<file path="config.mk">
export PLATFORM = sky130hd
export DESIGN_NAME = twc_slave
export DESIGN_NICKNAME = d
export VERILOG_FILES = /design/src/rtl/twc_pkg.sv /design/src/rtl/twc_line_mon.sv /design/src/rtl/twc_addr_latch.sv /design/src/rtl/twc_frame_fsm.sv /design/src/rtl/twc_slave.sv
export SDC_FILE = /design/constraint.sdc
export NUM_CORES = 1
export LEC_CHECK = 0
export BUFFER_PORTS_ARGS = -buffer_cell sky130_fd_sc_hd__buf_2
export CORE_UTILIZATION = 45
export DETAILED_ROUTE_END_ITERATION = 8
export PLACE_DENSITY = 0.67
export SLEW_MARGIN = 20
export SYNTH_ARGS = -nofsm -noshare
export SYNTH_HDL_FRONTEND = slang
export SYNTH_SLANG_ARGS = --single-unit
export TNS_END_PERCENT = 10
</file>
<file path="constraint.sdc">
create_clock -name clk -period 3.19 [get_ports clk]
set_input_delay 0.957 -clock clk [delete_from_list [all_inputs] [get_ports clk]]
set_output_delay 0.957 -clock clk [all_outputs]
set_load 0.02 [all_outputs]
</file>
<file path="src/rtl/twc_pkg.sv">
package twc_pkg;
  typedef enum logic [2:0] {
    ST_IDLE, ST_RX, ST_ACKD, ST_TX, ST_MACK, ST_MLOAD
  } st_e;

  typedef enum logic [1:0] {
    K_ADDR, K_CMD, K_DATA, K_GC
  } kind_e;

  typedef enum logic [1:0] {
    G_IGN, G_CFG, G_TMR
  } grp_e;

  localparam logic [1:0] CMD_RST = 2'b00;
  localparam logic [1:0] CMD_CFG = 2'b01;
  localparam logic [1:0] CMD_TMR = 2'b10;
  localparam logic [7:0] GC_RESET = 8'h06;
endpackage

</file>
<file path="src/rtl/twc_line_mon.sv">
module twc_line_mon (
  input  logic clk,
  input  logic rst_n,
  input  logic scl_i,
  input  logic sda_i,
  output logic sda_q,
  output logic scl_rise,
  output logic scl_fall,
  output logic start_ev,
  output logic stop_ev
);
  logic scl_s1, scl_s2, scl_p;
  logic sda_s1, sda_s2, sda_p;

  always_ff @(posedge clk or negedge rst_n) begin
    if (!rst_n) begin
      scl_s1 <= 1'b1; scl_s2 <= 1'b1; scl_p <= 1'b1;
      sda_s1 <= 1'b1; sda_s2 <= 1'b1; sda_p <= 1'b1;
    end else begin
      scl_s1 <= scl_i; scl_s2 <= scl_s1; scl_p <= scl_s2;
      sda_s1 <= sda_i; sda_s2 <= sda_s1; sda_p <= sda_s2;
    end
  end

  assign sda_q    = sda_s2;
  assign scl_rise = scl_s2 & ~scl_p;
  assign scl_fall = ~scl_s2 & scl_p;
  assign start_ev = scl_s2 & scl_p & sda_p & ~sda_s2;
  assign stop_ev  = scl_s2 & scl_p & ~sda_p & sda_s2;
endmodule

</file>
<file path="src/rtl/twc_addr_latch.sv">
module twc_addr_latch #(
  parameter int unsigned LO_W = 3
) (
  input  logic            clk,
  input  logic            rst_n,
  input  logic            relatch,
  input  logic [LO_W-1:0] pins,
  output logic [LO_W-1:0] addr_lo
);
  logic            pend_q, pend_d;
  logic [LO_W-1:0] lo_q, lo_d;

  always_comb begin
    pend_d = pend_q;
    lo_d   = lo_q;
    if (pend_q) begin
      lo_d   = pins;
      pend_d = 1'b0;
    end
    if (relatch) pend_d = 1'b1;
  end

  always_ff @(posedge clk or negedge rst_n) begin
    if (!rst_n) begin
      pend_q <= 1'b1;
      lo_q   <= '0;
    end else begin
      pend_q <= pend_d;
      lo_q   <= lo_d;
    end
  end

  assign addr_lo = lo_q;
endmodule

</file>
<file path="src/rtl/twc_frame_fsm.sv">
module twc_frame_fsm
  import twc_pkg::*;
#(
  parameter int unsigned NUM_STAT = 4,
  parameter int unsigned WIDX_W   = 3,
  localparam int unsigned IW = (NUM_STAT > 1) ? $clog2(NUM_STAT) : 1
) (
  input  logic              clk,
  input  logic              rst_n,
  input  logic              scl_rise,
  input  logic              scl_fall,
  input  logic              start_ev,
  input  logic              stop_ev,
  input  logic              sda_q,
  input  logic [6:0]        my_addr,
  input  logic [7:0]        cur_byte,
  output logic [IW-1:0]     rd_idx,
  output logic              sda_oe,
  output logic              cfg_we,
  output logic              tmr_we,
  output logic              ifc_we,
  output logic              soft_rst,
  output logic [7:0]        wr_data,
  output logic [WIDX_W-1:0] wr_idx
);
  localparam logic [IW-1:0] IDX_LAST = IW'(NUM_STAT - 1);

  st_e              st_q, st_d;
  kind_e            kind_q, kind_d;
  grp_e             grp_q, grp_d;
  logic [3:0]       bc_q, bc_d;
  logic [7:0]       sh_q, sh_d;
  logic             tx_q, tx_d;
  logic [IW-1:0]    ri_q, ri_d;
  logic [WIDX_W-1:0] wi_q, wi_d;
  logic             oe_q, oe_d;
  logic             cfg_q, cfg_d, tmr_q, tmr_d, ifc_q, ifc_d, srst_q, srst_d;
  logic [7:0]       wd_q, wd_d;
  logic [WIDX_W-1:0] wo_q, wo_d;

  always_comb begin
    st_d = st_q; kind_d = kind_q; grp_d = grp_q; bc_d = bc_q; sh_d = sh_q;
    tx_d = tx_q; ri_d = ri_q; wi_d = wi_q; oe_d = oe_q;
    wd_d = wd_q; wo_d = wo_q;
    cfg_d = 1'b0; tmr_d = 1'b0; ifc_d = 1'b0; srst_d = 1'b0;

    if (stop_ev) begin
      st_d = ST_IDLE; oe_d = 1'b0;
    end else if (start_ev) begin
      st_d = ST_RX; kind_d = K_ADDR; bc_d = '0; oe_d = 1'b0;
    end else begin
      unique case (st_q)
        ST_RX: begin
          if (scl_rise && bc_q != 4'd8) begin
            sh_d = {sh_q[6:0], sda_q};
            bc_d = bc_q + 4'd1;
          end
          if (scl_fall && bc_q == 4'd8) begin
            st_d = ST_ACKD; oe_d = 1'b1; tx_d = 1'b0;
            unique case (kind_q)
              K_ADDR: begin
                if (sh_q[7:1] == my_addr) begin
                  tx_d = sh_q[0]; ri_d = '0; kind_d = K_CMD;
                end else if (sh_q == 8'h00) begin
                  kind_d = K_GC;
                end else begin
                  st_d = ST_IDLE; oe_d = 1'b0;
                end
              end
              K_CMD: begin
                kind_d = K_DATA; wi_d = '0; grp_d = G_IGN;
                if (sh_q[7]) begin
                  ifc_d = 1'b1; wd_d = {1'b0, sh_q[6:0]};
                end else begin
                  unique case (sh_q[1:0])
                    CMD_RST: srst_d = 1'b1;
                    CMD_CFG: grp_d = G_CFG;
                    CMD_TMR: grp_d = G_TMR;
                    default: grp_d = G_IGN;
                  endcase
                end
              end
              K_DATA: begin
                if (grp_q != G_IGN) begin
                  cfg_d = (grp_q == G_CFG);
                  tmr_d = (grp_q == G_TMR);
                  wd_d  = sh_q; wo_d = wi_q; wi_d = wi_q + 1'b1;
                end
              end
              default: begin
                if (sh_q == GC_RESET) begin
                  srst_d = 1'b1; kind_d = K_DATA; grp_d = G_IGN;
                end else begin
                  st_d = ST_IDLE; oe_d = 1'b0;
                end
              end
            endcase
          end
        end
        ST_ACKD: if (scl_fall) begin
          if (tx_q) begin
            sh_d = cur_byte; oe_d = ~cur_byte[7]; bc_d = '0; st_d = ST_TX;
          end else begin
            oe_d = 1'b0; bc_d = '0; st_d = ST_RX;
          end
        end
        ST_TX: begin
          if (scl_rise) bc_d = bc_q + 4'd1;
          if (scl_fall) begin
            if (bc_q == 4'd8) begin
              oe_d = 1'b0; st_d = ST_MACK;
            end else if (bc_q != 4'd0) begin
              sh_d = {sh_q[6:0], 1'b0}; oe_d = ~sh_q[6];
            end
          end
        end
        ST_MACK: if (scl_rise) begin
          if (!sda_q) begin
            ri_d = (ri_q == IDX_LAST) ? '0 : ri_q + 1'b1;
            st_d = ST_MLOAD;
          end else begin
            st_d = ST_IDLE;
          end
        end
        ST_MLOAD: if (scl_fall) begin
          sh_d = cur_byte; oe_d = ~cur_byte[7]; bc_d = '0; st_d = ST_TX;
        end
        default: ;
      endcase
    end
  end

  always_ff @(posedge clk or negedge rst_n) begin
    if (!rst_n) begin
      st_q <= ST_IDLE; kind_q <= K_ADDR; grp_q <= G_IGN; bc_q <= '0;
      sh_q <= '0; tx_q <= 1'b0; ri_q <= '0; wi_q <= '0; oe_q <= 1'b0;
      cfg_q <= 1'b0; tmr_q <= 1'b0; ifc_q <= 1'b0; srst_q <= 1'b0;
      wd_q <= '0; wo_q <= '0;
    end else begin
      st_q <= st_d; kind_q <= kind_d; grp_q <= grp_d; bc_q <= bc_d;
      sh_q <= sh_d; tx_q <= tx_d; ri_q <= ri_d; wi_q <= wi_d; oe_q <= oe_d;
      cfg_q <= cfg_d; tmr_q <= tmr_d; ifc_q <= ifc_d; srst_q <= srst_d;
      wd_q <= wd_d; wo_q <= wo_d;
    end
  end

  assign rd_idx   = ri_q;
  assign sda_oe   = oe_q;
  assign cfg_we   = cfg_q;
  assign tmr_we   = tmr_q;
  assign ifc_we   = ifc_q;
  assign soft_rst = srst_q;
  assign wr_data  = wd_q;
  assign wr_idx   = wo_q;
endmodule

</file>
<file path="src/rtl/twc_slave.sv">
module twc_slave #(
  parameter int unsigned ADDR_HI  = 11,
  parameter int unsigned LO_W     = 3,
  parameter int unsigned NUM_STAT = 4,
  parameter int unsigned WIDX_W   = 3
) (
  input  logic                  clk,
  input  logic                  rst_n,
  input  logic                  scl_i,
  input  logic                  sda_i,
  input  logic [LO_W-1:0]       addr_pins,
  input  logic [NUM_STAT*8-1:0] stat_i,
  output logic                  sda_oe,
  output logic                  cfg_we,
  output logic                  tmr_we,
  output logic                  ifc_we,
  output logic                  soft_rst,
  output logic [7:0]            wr_data,
  output logic [WIDX_W-1:0]     wr_idx
);
  localparam int unsigned HI_W = 7 - LO_W;
  localparam int unsigned IW   = (NUM_STAT > 1) ? $clog2(NUM_STAT) : 1;

  logic            sda_q, scl_rise, scl_fall, start_ev, stop_ev;
  logic [LO_W-1:0] addr_lo;
  logic [IW-1:0]   rd_idx;
  logic [7:0]      cur_byte;

  twc_line_mon u_mon (
    .clk(clk), .rst_n(rst_n), .scl_i(scl_i), .sda_i(sda_i),
    .sda_q(sda_q), .scl_rise(scl_rise), .scl_fall(scl_fall),
    .start_ev(start_ev), .stop_ev(stop_ev)
  );

  twc_addr_latch #(.LO_W(LO_W)) u_alat (
    .clk(clk), .rst_n(rst_n), .relatch(soft_rst),
    .pins(addr_pins), .addr_lo(addr_lo)
  );

  assign cur_byte = stat_i[{rd_idx, 3'b000} +: 8];

  twc_frame_fsm #(.NUM_STAT(NUM_STAT), .WIDX_W(WIDX_W)) u_fsm (
    .clk(clk), .rst_n(rst_n), .scl_rise(scl_rise), .scl_fall(scl_fall),
    .start_ev(start_ev), .stop_ev(stop_ev), .sda_q(sda_q),
    .my_addr({HI_W'(ADDR_HI), addr_lo}), .cur_byte(cur_byte),
    .rd_idx(rd_idx), .sda_oe(sda_oe), .cfg_we(cfg_we), .tmr_we(tmr_we),
    .ifc_we(ifc_we), .soft_rst(soft_rst), .wr_data(wr_data), .wr_idx(wr_idx)
  );
endmodule

</file>
==> qor.yml, run 1 <==
pwr:
  peakVddDrop_v: 0.000365
  p_total_mw: 2.21
  power.density_nw_per_um2: 639
  p_leak_nw: 1.64
critical_path:
  critPathMaxFanout: 14
  slowest_stage: "a211oi_2"
  cp_top_family: "simple AND/OR/NAND/NOR gates"
  startpoint_type: "flop"
  critPathMaxStageDelay_ps: 590
  path_cells: "nand2b_1 -> or4_1 -> a211oi_2 -> mux2_2"
  cp.required_ps: 3380
  endpoint_kind: "flop"
  worstPathArrival_ps: 2700
  worstSetupPathType: "reg -> reg"
  crit_buf_inv: 0
route:
  avgRoutedWirePerCell_um: 16.0
  drt_iter0_drc: 90
  postRouteAntennaNets: 0
  firstDrtPassIters: 6
  routed_via_density: 5.76
  drc: 8
  vias: 2337
  routed_wl_mm: 6.51
finish:
  final_cell_mix: "54 x buf_2, 44 x dfrtp_1, 30 x mux2_2"
  multi_input_area_um2: 1620
  fillers: 594
  layout_commonest_cell: "buf_2"
  area_growth_pct: 14.5
  drive_gt1_share_pct: 37.7
  final_net_count: 375
  regArea_um2: 1280
  insertedDiodeCount: 0
synth:
  async_flop_share_pct: 100
  synth.distinct_cells: 60
  syn-num-nets: 325
  syn-cell-area_um2: 3010
  yosys_warnings: 0
  ys_ff_latch: 51
  ys_seq_area_share_pct: 42.6
  synth_edf_count: 0
  synth_ff_type: "dfrtp_1"
  avgSynthCellArea_um2: 10.8
  synthCells: 278
place:
  routabilityCongestion: 0.965
  place_hpwl_mm: 4.90
  port_buffers: 54
cts:
  cts_tree: "yes"
  clk_root_buffer_cell: "clkbuf_8"
  post_cts_buffers: 0
  clkLatencyLatePin_ps: 310
  clock-sinks: 51
  clkSlewWorstSetupHoldPaths_ps: 80
  ctsResizeCount: 0
  cts_buffers: 5
  postCtsHoldBufs: 0
  ctsLongestPathBuffers: 2
  htreeDepth: 2
timing:
  hold_violations: 0
  layout_min_cycle_time_ps: 2510
  fin_hold_ws_ps: 358
  setup_viol: 0
  fin_worst_skew_ps: 14.0
  max_freq_mhz: 399
  tightest_slew_ps: 717
  slew_headroom_pct: 52.1
  fin_crit_sh_pct: 78.6
  rsz0062_at_grt: "false"
  final.setup.tns_ps: 0
  drv_slew: 0
floorplan:
  die_w_um: 83.8
  io_pins: 55
  die_h_um: 83.8
  core_um2: 6420
  initial_core_util_pct: 46.9
  dieArea_um2: 7030
  num_rows: 29
global_route:
  grt-busiest-layer: "met2"
  use_met2_pct: 31.8
  grt_max_degree: 30
  grtUsageTotal_pct: 19.8
  grt_remaining_overflow: 0
  met1_usage_pct: 27.3
  grt_antenna_before_repair: 0
  use_met3_pct: 4.45
  grt_pass1_vias: 2253
  grt_pass1_wl_mm: 11.0
hold_path:
  min_path_type: "reg -> reg"
run:
  drv_cap: 0
status:
  status: "finished, violations left"
  violations: "design-rule violations"
-- through the flow --
step	setup slack, ps	instances	cell area, µm²	util [%]
3_5_place_dp	695	398	3330	51.9
4_1_cts	673	406	3450	53.8
6_report	683	406	3450	53.8
5_1_grt	539	406	3450	53.8
2_1_floorplan	923	278	3010	-
3_3_place_gp	746	398	3330	51.9
-- Yosys cell counts (all sizes together), types with 2 or more instances --
master   count  area share [%]
nor2        13             1.6
and2         3            0.62
a2bb2oi      2            0.58
ha           8             3.3
o21ai       14             2.3
mux4         8             6.0
nor2b        3            0.62
nand3b       3            0.75
and3         2            0.42
a22o         3            0.87
o31ai        2            0.66
or4          4             1.4
clkbuf      11             1.4
dfrtp       44              37
or2          3            0.62
nand2       24             3.0
buf          3            0.91
o32a         2            0.66
xor2         4             1.2
a21o         3            0.75
nor3         5            0.83
mux2        30              11
or3b         2            0.58
o41ai        3             1.1
o211ai       3            0.75
nor3b        3            0.75
nand3       11             1.8
o22ai        3            0.62
nand4        2            0.42
a21oi        6             1.0
nand2b       8             1.9
o31a         2            0.58
nor4         3            0.62
inv         11             1.4
a21boi       2            0.62
dfstp        7             6.1
-- per-layer routing --
layer	vias to the layer above	part of all wire (%)
met1	1150	48
met3	6	2.7
met5	-	0
met2	46	48
met4	0	0.91
li1	1135	-
-- area by class of cell --
class | count | share of cell area, %
inverters | 11 | 1.20
repair buffers | 57 | 8.48
well taps | 77 | 2.79
clock buffers | 6 | 2.39
flip-flops and latches | 51 | 37.2
multi-input cells | 202 | 46.9
clock inverters | 2 | 1.01
-- worst paths after layout --
path,cells after the start,end,slack [ps],start
max in group asynchronous,2,u_alat.pend_q,1810,rst_n
hold / removal,0,u_mon.sda_q,360,u_mon.sda_s1
setup reg to reg,4,u_fsm.wr_data[4],680,u_fsm.st_q[0]
hold reg to reg,0,u_mon.sda_q,360,u_mon.sda_s1
min in group asynchronous,1,u_fsm.wr_idx[1],600,rst_n
setup / recovery,4,u_fsm.wr_data[4],680,u_fsm.st_q[0]
-- sequential cells by signal (all words and copies together), names as in the netlist, 3 cells and up --
register	count
u_fsm.sh_q	8
u_fsm.wr_idx	3
u_fsm.st_q	3
u_fsm.bc_q	4
u_fsm.wi_q	3
u_alat.addr_lo	3
u_fsm.wr_data	8
-- cell families after synthesis --
kind of cell	after synthesis	synth area share [%]
buf+inv	25	3.65
simple gates	94	17.5
mux	39	17.5
flops	51	42.6
compound gates	57	14.2
xor+xnor	4	1.16
fa+ha+maj	8	3.32
-- where the power goes --
part | switching (mW) | leakage, nW | internal (mW) | total, mW
combinational | 0.420 | 0.909 | 0.384 | 0.804
clock | 0.215 | 0.0612 | 0.254 | 0.469
sequential | 0.179 | 0.668 | 0.755 | 0.934
(Power assumes the default switching activity.)
==> run 2, diff against run 1 <==
Settings changed: PLACE_DENSITY 0.67 to 0.69.
Clock period 3.19 ns to 2.3 ns, I/O delays scaled along.
==> run 2 against run 1 <==
Compared with the run above:
- the flow still finishes with violations (design-rule violations)
- maximum frequency increased by 13%
- global-route usage increased by 0.79 points
- worst hold slack got worse by 180 ps
- count of clock-buffer cells in the layout unchanged
- sequential power increased by 33%
- largest power group is now combinational logic
==> qor.yml, run 2 (synthesis results as in run 1) <==
finish:
  final_area_um2: 3590
  final_cell_mix: "54 x buf_2, 44 x dfrtp_1, 30 x mux2_2"
  drive_gt1_share_pct: 41.7
  final_net_count: 389
  insertedDiodeCount: 0
  layout_commonest_cell: "buf_2"
  fin_util_pct: 55.9
  area_growth_pct: 19.2
cts:
  cts_buffers: 5
  cts_tree: "yes"
  clk_root_buffer_cell: "clkbuf_8"
  clkSlewWorstSetupHoldPaths_ps: 100
  clock-sinks: 51
  htreeDepth: 2
  clkLatencyLatePin_ps: 310
  postCtsHoldBufs: 0
  ctsLongestPathBuffers: 2
  post_cts_buffers: 0
status:
  status: "finished, violations left"
  violations: "design-rule violations"
place:
  routabilityCongestion: 0.886
  placed_area_um2: 3450
  port_buffers: 54
  place_hpwl_mm: 5.15
floorplan:
  initial_core_util_pct: 46.9
  die_h_um: 83.8
  die_w_um: 83.8
  core_um2: 6420
  num_rows: 29
  io_pins: 55
  dieArea_um2: 7030
critical_path:
  startpoint_type: "flop"
  critPathMaxFanout: 6
  critPathMaxStageDelay_ps: 540
  crit_buf_inv: 0
  cpMostUsedCell: "or4_4"
  cp_top_family: "simple AND/OR/NAND/NOR gates"
  worstSetupPathType: "reg -> reg"
  path_cells: "or4_4 -> o41a_1 -> or4_4 -> o31ai_2 -> mux2i_1"
  endpoint_kind: "flop"
  slowest_stage: "or4_4"
  cp.required_ps: 2540
  worstPathArrival_ps: 2450
route:
  postRouteAntennaNets: 0
  firstDrtPassIters: 6
  routed_via_density: 5.81
  drt_iter0_drc: 108
  drc: 5
  avgRoutedWirePerCell_um: 16.3
  routed_wl_mm: 6.87
  vias: 2439
pwr:
  power.density_nw_per_um2: 894
  p_leak_nw: 1.72
  peakVddDrop_v: 0.000560
global_route:
  grt_max_degree: 50
  grtUsageTotal_pct: 20.5
  grt_pass1_vias: 2432
  grt_antenna_before_repair: 0
  grt_pass1_wl_mm: 11.5
  grt_remaining_overflow: 0
timing:
  fin_worst_skew_ps: 9.06
  rsz0062_at_grt: "false"
  tightest_slew_ps: 557
  max_freq_mhz: 452
  setup_viol: 0
  layout_min_cycle_time_ps: 2210
  drv_slew: 0
  final.setup.tns_ps: 0
  fin_crit_sh_pct: 96.2
  slew_headroom_pct: 62.9
  hold_violations: 0
  fin_hold_ws_ps: 175
run:
  drv_cap: 0
hold_path:
  min_path_type: "in -> async"
-- run 2: final cells by class --
class / count / area (µm²)
tap: 77 / 96.3
inverter: 11 / 41.3
sequential: 51 / 1280
clock buffer: 6 / 82.6
clock inverter: 2 / 35.0
timing repair buffer: 71 / 410
fill: 556 / 2830
multi-input combinational: 202 / 1640
-- run 2: metal layers --
layer  vias up  wire, µm  global-route usage, %
met2        64      3280                   32.8
li1       1166         -                      -
met5         -         0                      0
met1      1200      3230                   28.8
met3         9       283                   3.76
met4         0        81                   5.64
-- run 2: path summary, 6_finish.rpt --
check                           cells after the start  slack (ps)              end          start
worst max-delay path                                5          90  u_fsm.kind_q[1]  u_fsm.sh_q[3]
min in group clk                                    0         360     u_mon.scl_s2   u_mon.scl_s1
max in group asynchronous                           2        1630     u_mon.scl_s2          rst_n
worst min register to register                      0         360     u_mon.scl_s2   u_mon.scl_s1
worst max register to register                      5          90  u_fsm.kind_q[1]  u_fsm.sh_q[3]
worst min-delay path                                1         170  u_fsm.wr_idx[0]          rst_n
-- run 2: through the flow --
| step | setup slack [ps] | cells | total power, mW |
|---|---|---|---|
| 2_1_floorplan | 32.9 | 278 | 2.11 |
| 3_3_place_gp | 120 | 412 | 2.50 |
| 3_5_place_dp | 85.7 | 412 | 2.53 |
| 4_1_cts | 64.0 | 420 | 3.19 |
| 5_1_grt | 20.5 | 420 | 3.43 |
| 6_report | 88.4 | 420 | 3.21 |
-- run 2: power breakdown --
group | total (mW) | internal, mW | switching, mW
Sequential | 1.24 | 1.05 | 0.194
Combinational | 1.32 | 0.622 | 0.698
Clock | 0.652 | 0.352 | 0.300
Total | 3.21 | 2.02 | 1.19
-- run 2: what timing repair did --
| action | in CTS | in global routing |
|---|---|---|
| endpoints found under the hold margin | 0 | 0 |
| endpoints found under the setup margin | 0 | 16 |
| gates resized for setup | 0 | 5 |
